[src/rtl/ea_pkg.sv]
package ea_pkg;
  localparam int unsigned OPC_W = 4;

  typedef enum logic [1:0] {
    MODE_NONE  = 2'd0,
    MODE_PCREL = 2'd1,
    MODE_BASE  = 2'd2,
    MODE_REG   = 2'd3
  } ea_mode_e;

  localparam logic [OPC_W-1:0] OP_BR  = 4'b0000;
  localparam logic [OPC_W-1:0] OP_LD  = 4'b0010;
  localparam logic [OPC_W-1:0] OP_ST  = 4'b0011;
  localparam logic [OPC_W-1:0] OP_LDR = 4'b0110;
  localparam logic [OPC_W-1:0] OP_STR = 4'b0111;
  localparam logic [OPC_W-1:0] OP_LDI = 4'b1010;
  localparam logic [OPC_W-1:0] OP_STI = 4'b1011;
  localparam logic [OPC_W-1:0] OP_JMP = 4'b1100;
  localparam logic [OPC_W-1:0] OP_LEA = 4'b1110;
endpackage

[src/rtl/ea_decode.sv]
module ea_decode
  import ea_pkg::*;
(
  input  logic [OPC_W-1:0] opc_i,
  output ea_mode_e         mode_o,
  output logic             mem_acc_o,
  output logic             indirect_o
);
  always_comb begin
    mode_o     = MODE_NONE;
    mem_acc_o  = 1'b0;
    indirect_o = 1'b0;
    unique case (opc_i)
      OP_BR, OP_LEA:        mode_o = MODE_PCREL;
      OP_LD, OP_ST: begin
        mode_o    = MODE_PCREL;
        mem_acc_o = 1'b1;
      end
      OP_LDI, OP_STI: begin
        mode_o     = MODE_PCREL;
        mem_acc_o  = 1'b1;
        indirect_o = 1'b1;
      end
      OP_LDR, OP_STR: begin
        mode_o    = MODE_BASE;
        mem_acc_o = 1'b1;
      end
      OP_JMP:               mode_o = MODE_REG;
      default:              mode_o = MODE_NONE;
    endcase
  end
endmodule

[src/rtl/ea_sext.sv]
module ea_sext #(
  parameter int unsigned IN_W  = 9,
  parameter int unsigned OUT_W = 16
) (
  input  logic [IN_W-1:0]  val_i,
  output logic [OUT_W-1:0] val_o
);
  generate
    if (IN_W >= OUT_W) begin : g_trunc
      assign val_o = val_i[OUT_W-1:0];
    end else begin : g_ext
      assign val_o = {{(OUT_W-IN_W){val_i[IN_W-1]}}, val_i};
    end
  endgenerate
endmodule

[src/rtl/ea_gen.sv]
module ea_gen
  import ea_pkg::*;
#(
  parameter int unsigned DATA_W     = 16,
  parameter int unsigned PC_OFF_W   = 9,
  parameter int unsigned BASE_OFF_W = 6,
  parameter int unsigned REG_SEL_W  = 3
) (
  input  logic [DATA_W-1:0]    instr_i,
  input  logic [DATA_W-1:0]    pc_inc_i,
  input  logic [DATA_W-1:0]    base_val_i,
  output logic [REG_SEL_W-1:0] base_sel_o,
  output logic [DATA_W-1:0]    addr_o,
  output logic                 addr_valid_o,
  output logic                 mem_acc_o,
  output logic                 indirect_o
);
  localparam int unsigned OPC_LSB = DATA_W - OPC_W;
  localparam int unsigned SEL_LSB = BASE_OFF_W;

  ea_mode_e          mode;
  logic [DATA_W-1:0] pc_off, base_off;
  logic [DATA_W-1:0] opnd_a, opnd_b;

  ea_decode i_dec (
    .opc_i      (instr_i[DATA_W-1:OPC_LSB]),
    .mode_o     (mode),
    .mem_acc_o  (mem_acc_o),
    .indirect_o (indirect_o)
  );

  ea_sext #(.IN_W(PC_OFF_W), .OUT_W(DATA_W)) i_sext_pc (
    .val_i (instr_i[PC_OFF_W-1:0]),
    .val_o (pc_off)
  );

  ea_sext #(.IN_W(BASE_OFF_W), .OUT_W(DATA_W)) i_sext_base (
    .val_i (instr_i[BASE_OFF_W-1:0]),
    .val_o (base_off)
  );

  assign base_sel_o = instr_i[SEL_LSB +: REG_SEL_W];

  // one shared adder; operands steered by mode
  always_comb begin
    opnd_a = '0;
    opnd_b = '0;
    unique case (mode)
      MODE_PCREL: begin opnd_a = pc_inc_i;   opnd_b = pc_off;   end
      MODE_BASE:  begin opnd_a = base_val_i; opnd_b = base_off; end
      MODE_REG:   begin opnd_a = base_val_i; opnd_b = '0;       end
      default:    begin opnd_a = '0;         opnd_b = '0;       end
    endcase
  end

  assign addr_o       = opnd_a + opnd_b;  // wraps mod 2^DATA_W
  assign addr_valid_o = (mode != MODE_NONE);

  always_comb begin
    p_ind_mem_r5: assert (!indirect_o || mem_acc_o)
      else $error("indirect without memory access");
    p_mem_valid_r6: assert (!mem_acc_o || addr_valid_o)
      else $error("memory access without address");
    p_idle_zero_r7: assert (addr_valid_o || addr_o == '0)
      else $error("address nonzero while invalid");
    p_jump_base_r3: assert (mode != MODE_REG || addr_o == base_val_i)
      else $error("jump address differs from base");
  end
endmodule

[config.mk]
export PLATFORM = sky130hd
export DESIGN_NAME = ea_gen
export DESIGN_NICKNAME = d
export VERILOG_FILES = /design/src/rtl/ea_pkg.sv /design/src/rtl/ea_decode.sv /design/src/rtl/ea_sext.sv /design/src/rtl/ea_gen.sv
export SDC_FILE = /design/constraint.sdc
export NUM_CORES = 1
export LEC_CHECK = 0
export BUFFER_PORTS_ARGS = -buffer_cell sky130_fd_sc_hd__buf_2
export CAP_MARGIN = 30
export CORE_UTILIZATION = 40
export DETAILED_ROUTE_END_ITERATION = 8
export GPL_ROUTABILITY_DRIVEN = 0
export MAX_ROUTING_LAYER = met4
export PLACE_DENSITY = 0.87
export SETUP_SLACK_MARGIN = 0.1
export SLEW_MARGIN = 40
export SYNTH_ARGS = -nofsm -noshare
export SYNTH_HDL_FRONTEND = slang
export SYNTH_SLANG_ARGS = --single-unit
export TNS_END_PERCENT = 100
[constraint.sdc]
create_clock -name vclk -period 6.1
set_clock_uncertainty 0.2 [all_clocks]
set_input_delay 1.22 -clock vclk [all_inputs]
set_output_delay 1.22 -clock vclk [all_outputs]
set_load 0.05 [all_outputs]
== Word level (Yosys, flattened, before mapping) ==
Cells that the tools add are included.
Storage, ports and cells
  word-level logic and storage cells: 24
  bits in registers: 0
  input bits: 48
  output and inout port bits: 22
Cells by class
  muxes and demuxes: 5
  $add $sub $neg: 1
  equality and inequality tests: 11
  reduce and logical (&&, ||, !) cells: 7
Operators with widths (count)
  case mux 16 bit (2 select lines): 2
  adder 16 bit: 1
  == test 4 bit (second input constant): 4
  OR reduction 6 bit: 2
  == test 4 x 2 -> 1 bit (second input constant): 2
  == test 4 x 3 -> 1 bit (second input constant): 2
  case mux 2 bit (3 select lines): 1
  OR reduction 2 bit: 3
  == test 2 bit (second input constant): 2
  zero test 4 bit: 1
  == test 2 x 1 -> 1 bit (second input constant): 1
  2-to-1 mux 1 bit: 2
  nonzero test 2 bit: 1

== Longest topological paths before layout ==
  word-level depth: 7
  depth in mapped cells: 17
  depth with buffers taken out: 16

== Hierarchy ==
Synthesis repeated with hierarchy kept, for this count alone.
Unflattened totals
  cells, all modules: 226
  area total of the unflattened synthesis: 1584.0 um2
By module, submodules not included
  ea_gen: cells each 186, area each 1286.2 um2, sequential area each 0.0 um2, instances 1
  ea_sext: cells each 16, area each 120.1 um2, sequential area each 0.0 um2, instances 2
  ea_decode: cells each 8, area each 57.6 um2, sequential area each 0.0 um2, instances 1

== Worst setup path before layout ==
OpenSTA, ideal clock, no wires.
  kind: input to output
  from: input instr_i[14]
  to: output addr_o[15]
  buffers on the path: 1
  arrival time: 4.780 ns
  required time: 4.680 ns
  cell stages on the path: 13
  setup slack: -0.100 ns
  path through: nand2_1 > o31ai_4 > buf_2 > inv_1 > ha_1 > a21boi_0 > ha_1 > a21oi_1 > o211ai_1 > a41oi_2 > o31ai_2 > a21oi_2 > xnor2_1
Between the ends
  longest elaborated chain between the ends: 7
  elaborated cells on any way between the ends: 19
  those cells by class: add/sub (1); eq/ne (11); mux (3); reduce/logical (4)
RTL lines
  start: declaration: line ea_gen.sv:9  | input logic [DATA_W-1:0] instr_i,
  == test 4 bit, or another cell as far along: line ea_decode.sv:13  | unique case (opc_i)
  OR reduction 6 bit (no source line) or OR reduction 2 bit (tied branches)
  case mux 2 bit (3 select lines) *: line ea_decode.sv:13
  == test 2 bit: line ea_gen.sv:48  | unique case (mode)
  OR reduction 2 bit (no source line)
  case mux 16 bit (2 select lines): line ea_gen.sv:48
  adder 16 bit *: line ea_gen.sv:56  | assign addr_o = opnd_a + opnd_b;
  end: declaration: line ea_gen.sv:13  | output logic [DATA_W-1:0] addr_o,
Mark *: on every way between the ends. The rest lies on a longest branch, timed or not.

== Worst setup path after layout ==
  from: input instr_i[14]
  to: output addr_o[12]
The elaborated chain is that of the path after synthesis.

==> impl_metrics.ini <==
[logic_synthesis]
synth.area.top_cells = ha_1 20%, a22oi_1 9.7%, nor2_1 7.4%
synth.most_common_cell = nor2_1
synth_cells = 171
synth_area_per_cell_um2 = 6.82
synth_top_area_share = 0.204
synth_top_area_cell = ha_1
ys_seq_area_frac = 0
syn-num-nets = 239
yosysWarnings = 0
ys_types = 35
synthTopCellsByCount = 23 x nor2_1, 21 x nand2_1, 19 x ha_1
syn_area_um2 = 1170

[timing]
clock.fmax_mhz = 173
setup_tns_ps = 0
final.period_utilization = 0.946
hold_viol = 0
relSlewSlack = 0.778
fin_crit_ps = 5770
worst_pin_slew_ps = 332
finalSetupViolations = 0
drv_slew = 0
setup_ws_ps = 330
rsz0062_at_grt = no

[global_routing]
first_global_vias = 1252
grt_antenna_before_repair = 0
grt_pass1_wl_um = 4970
grt_overflow_total = 0
grt_use_total = 0.190
grt_max_degree = 20

[clock_tree]
post_cts_buffers = 0

[pwr]
leakage_nw = 0.903
p_seq_frac = 0
p_clk_frac = 0
ir_drop_mv = 0.0916
internal_power_uw = 63.5
p_comb_frac = 1.000
p_sw_uw = 130
power_density_nw_per_um2 = 121
swShare = 0.671

[final_layout]
clockBufferCount = 0
final_nets = 304
n_fill_cell = 267
regArea_um2 = 0
seq_cell_count = 0
syn2layout_area_growth_pct = 36.6
drive_gt1_frac = 0.393
antenna_cells = 0
fin_util = 0.578
final_cells = 265

[critical_path]
worstPathCellList = buf_2 -> nand2_1 -> o31ai_4 -> inv_1 -> ha_1 -> o21a_2 -> and2_1 -> ha_1 -> inv_1 -> fa_1 -> nand2b_1 -> a21oi_2 -> o211ai_2 -> a21boi_1 -> o21ai_0 -> a31oi_2 -> buf_4
crit_slowest_cell = fa_1
critPathRequiredTime_ps = 4680
path_max_fanout = 6
endpoint = addr_o[12]
worstSetupStartpoint = instr_i[14]
worstSetupStartpointType = input pin
endpoint_kind = output pin
cp_slowest_stage_delay_ps = 400
worst-path-buf-inv = 4
crit_family = compound AO/OA/AOI/OAI gates
worstSetupPathDepth = 17
cp.arrival_ps = 4350
path_class = in2out

[die]
io_pins = 70
core_um2 = 2760
die_w_um = 56.0
dieArea_um2 = 3140
start_util = 0.423
fp-row-count = 19
die-height_um = 56.0

[run]
maxCapViolCount = 0

[place]
hpwlAfterDp_um = 2440
dp.cells = 265
place_ws_ps = 110
io_buffers = 67

[route]
vias_per_cell = 5.32
first_pass_iters = 4
drt_iter0_drc = 42
routedWlPerCell_um = 11.4
drt-total-wl_um = 3010
ant_nets = 0
num_vias = 1410
route.detailed.drc = 0

[worst_hold_path]
hold_class = in2out

[outcome]
status = finished clean
[what timing repair did]
action | in CTS | in global routing
endpoints found under the setup margin | 2 | 3
resized for setup | 2 | 5
hold buffers | 0 | 0
[worst min path at each step]
stage | slack [ps] | cells after the start | start | to
after global placement | 2540 | 2 | instr_i[7] | base_sel_o[1]
after detailed placement | 2540 | 2 | instr_i[7] | base_sel_o[1]
final | 2540 | 2 | instr_i[7] | base_sel_o[1]
after global routing | 2550 | 2 | instr_i[7] | base_sel_o[1]
after CTS | 2540 | 2 | instr_i[7] | base_sel_o[1]
after floorplan | 2410 | 1 | instr_i[6] | base_sel_o[0]
[area by class of cell]
class	count	area, um^2	area share
multi-input cells	150	1130	0.712
inverters	13	48.8	0.0306
well taps	31	38.8	0.0244
repair buffers	71	370	0.233
[logic make-up after synthesis]
| logic type | share of synthesized area |
|---|---|
| xor+xnor | 0.0976 |
| compound gates | 0.388 |
| buf+inv | 0.0783 |
| simple gates | 0.215 |
| fa+ha+maj | 0.221 |
[metrics by stage]
stage                     hold slack [ps]  power (mW)  cell area [um^2]
after floorplan                      2410       0.146              1220
after global placement               2540       0.189              1580
after detailed placement             2540       0.191              1580
after CTS                            2540       0.193              1580
after global routing                 2550       0.207              1590
final                                2540       0.193              1590
[routing by layer]
metal / vias up / routed length (um) / GRT usage
li1: 736 / - / -
met1: 642 / 1360 / 0.226
met2: 32 / 1530 / 0.371
met3: 0 / 119 / 0.00465
met4: 0 / 0 / 0.00697
met5: - / 0 / -
[cell usage in the layout (no fill, tap or decap), types with 3 or more instances in the layout]
cell type   n
a21boi_0    3
a21o_1      3
a21oi_1    10
a21oi_2     3
a22oi_1    15
and2_1      6
buf_2      65
buf_4       5
ha_1       19
inv_1      13
nand2_1    21
nor2_1     23
o211ai_2    3
o21ai_0     7
xnor2_1     4
xnor2_2     5
xor2_1      3
[power groups by stage]
stage | clock network [mW] | registers, mW | logic (mW)
floorplan | 0 | 0 | 0.146
global placement | 0 | 0 | 0.189
detailed placement | 0 | 0 | 0.191
CTS | 0 | 0 | 0.193
global route | 0 | 0 | 0.207
finish | 0 | 0 | 0.193
Power figures use the tool's default switching activity.
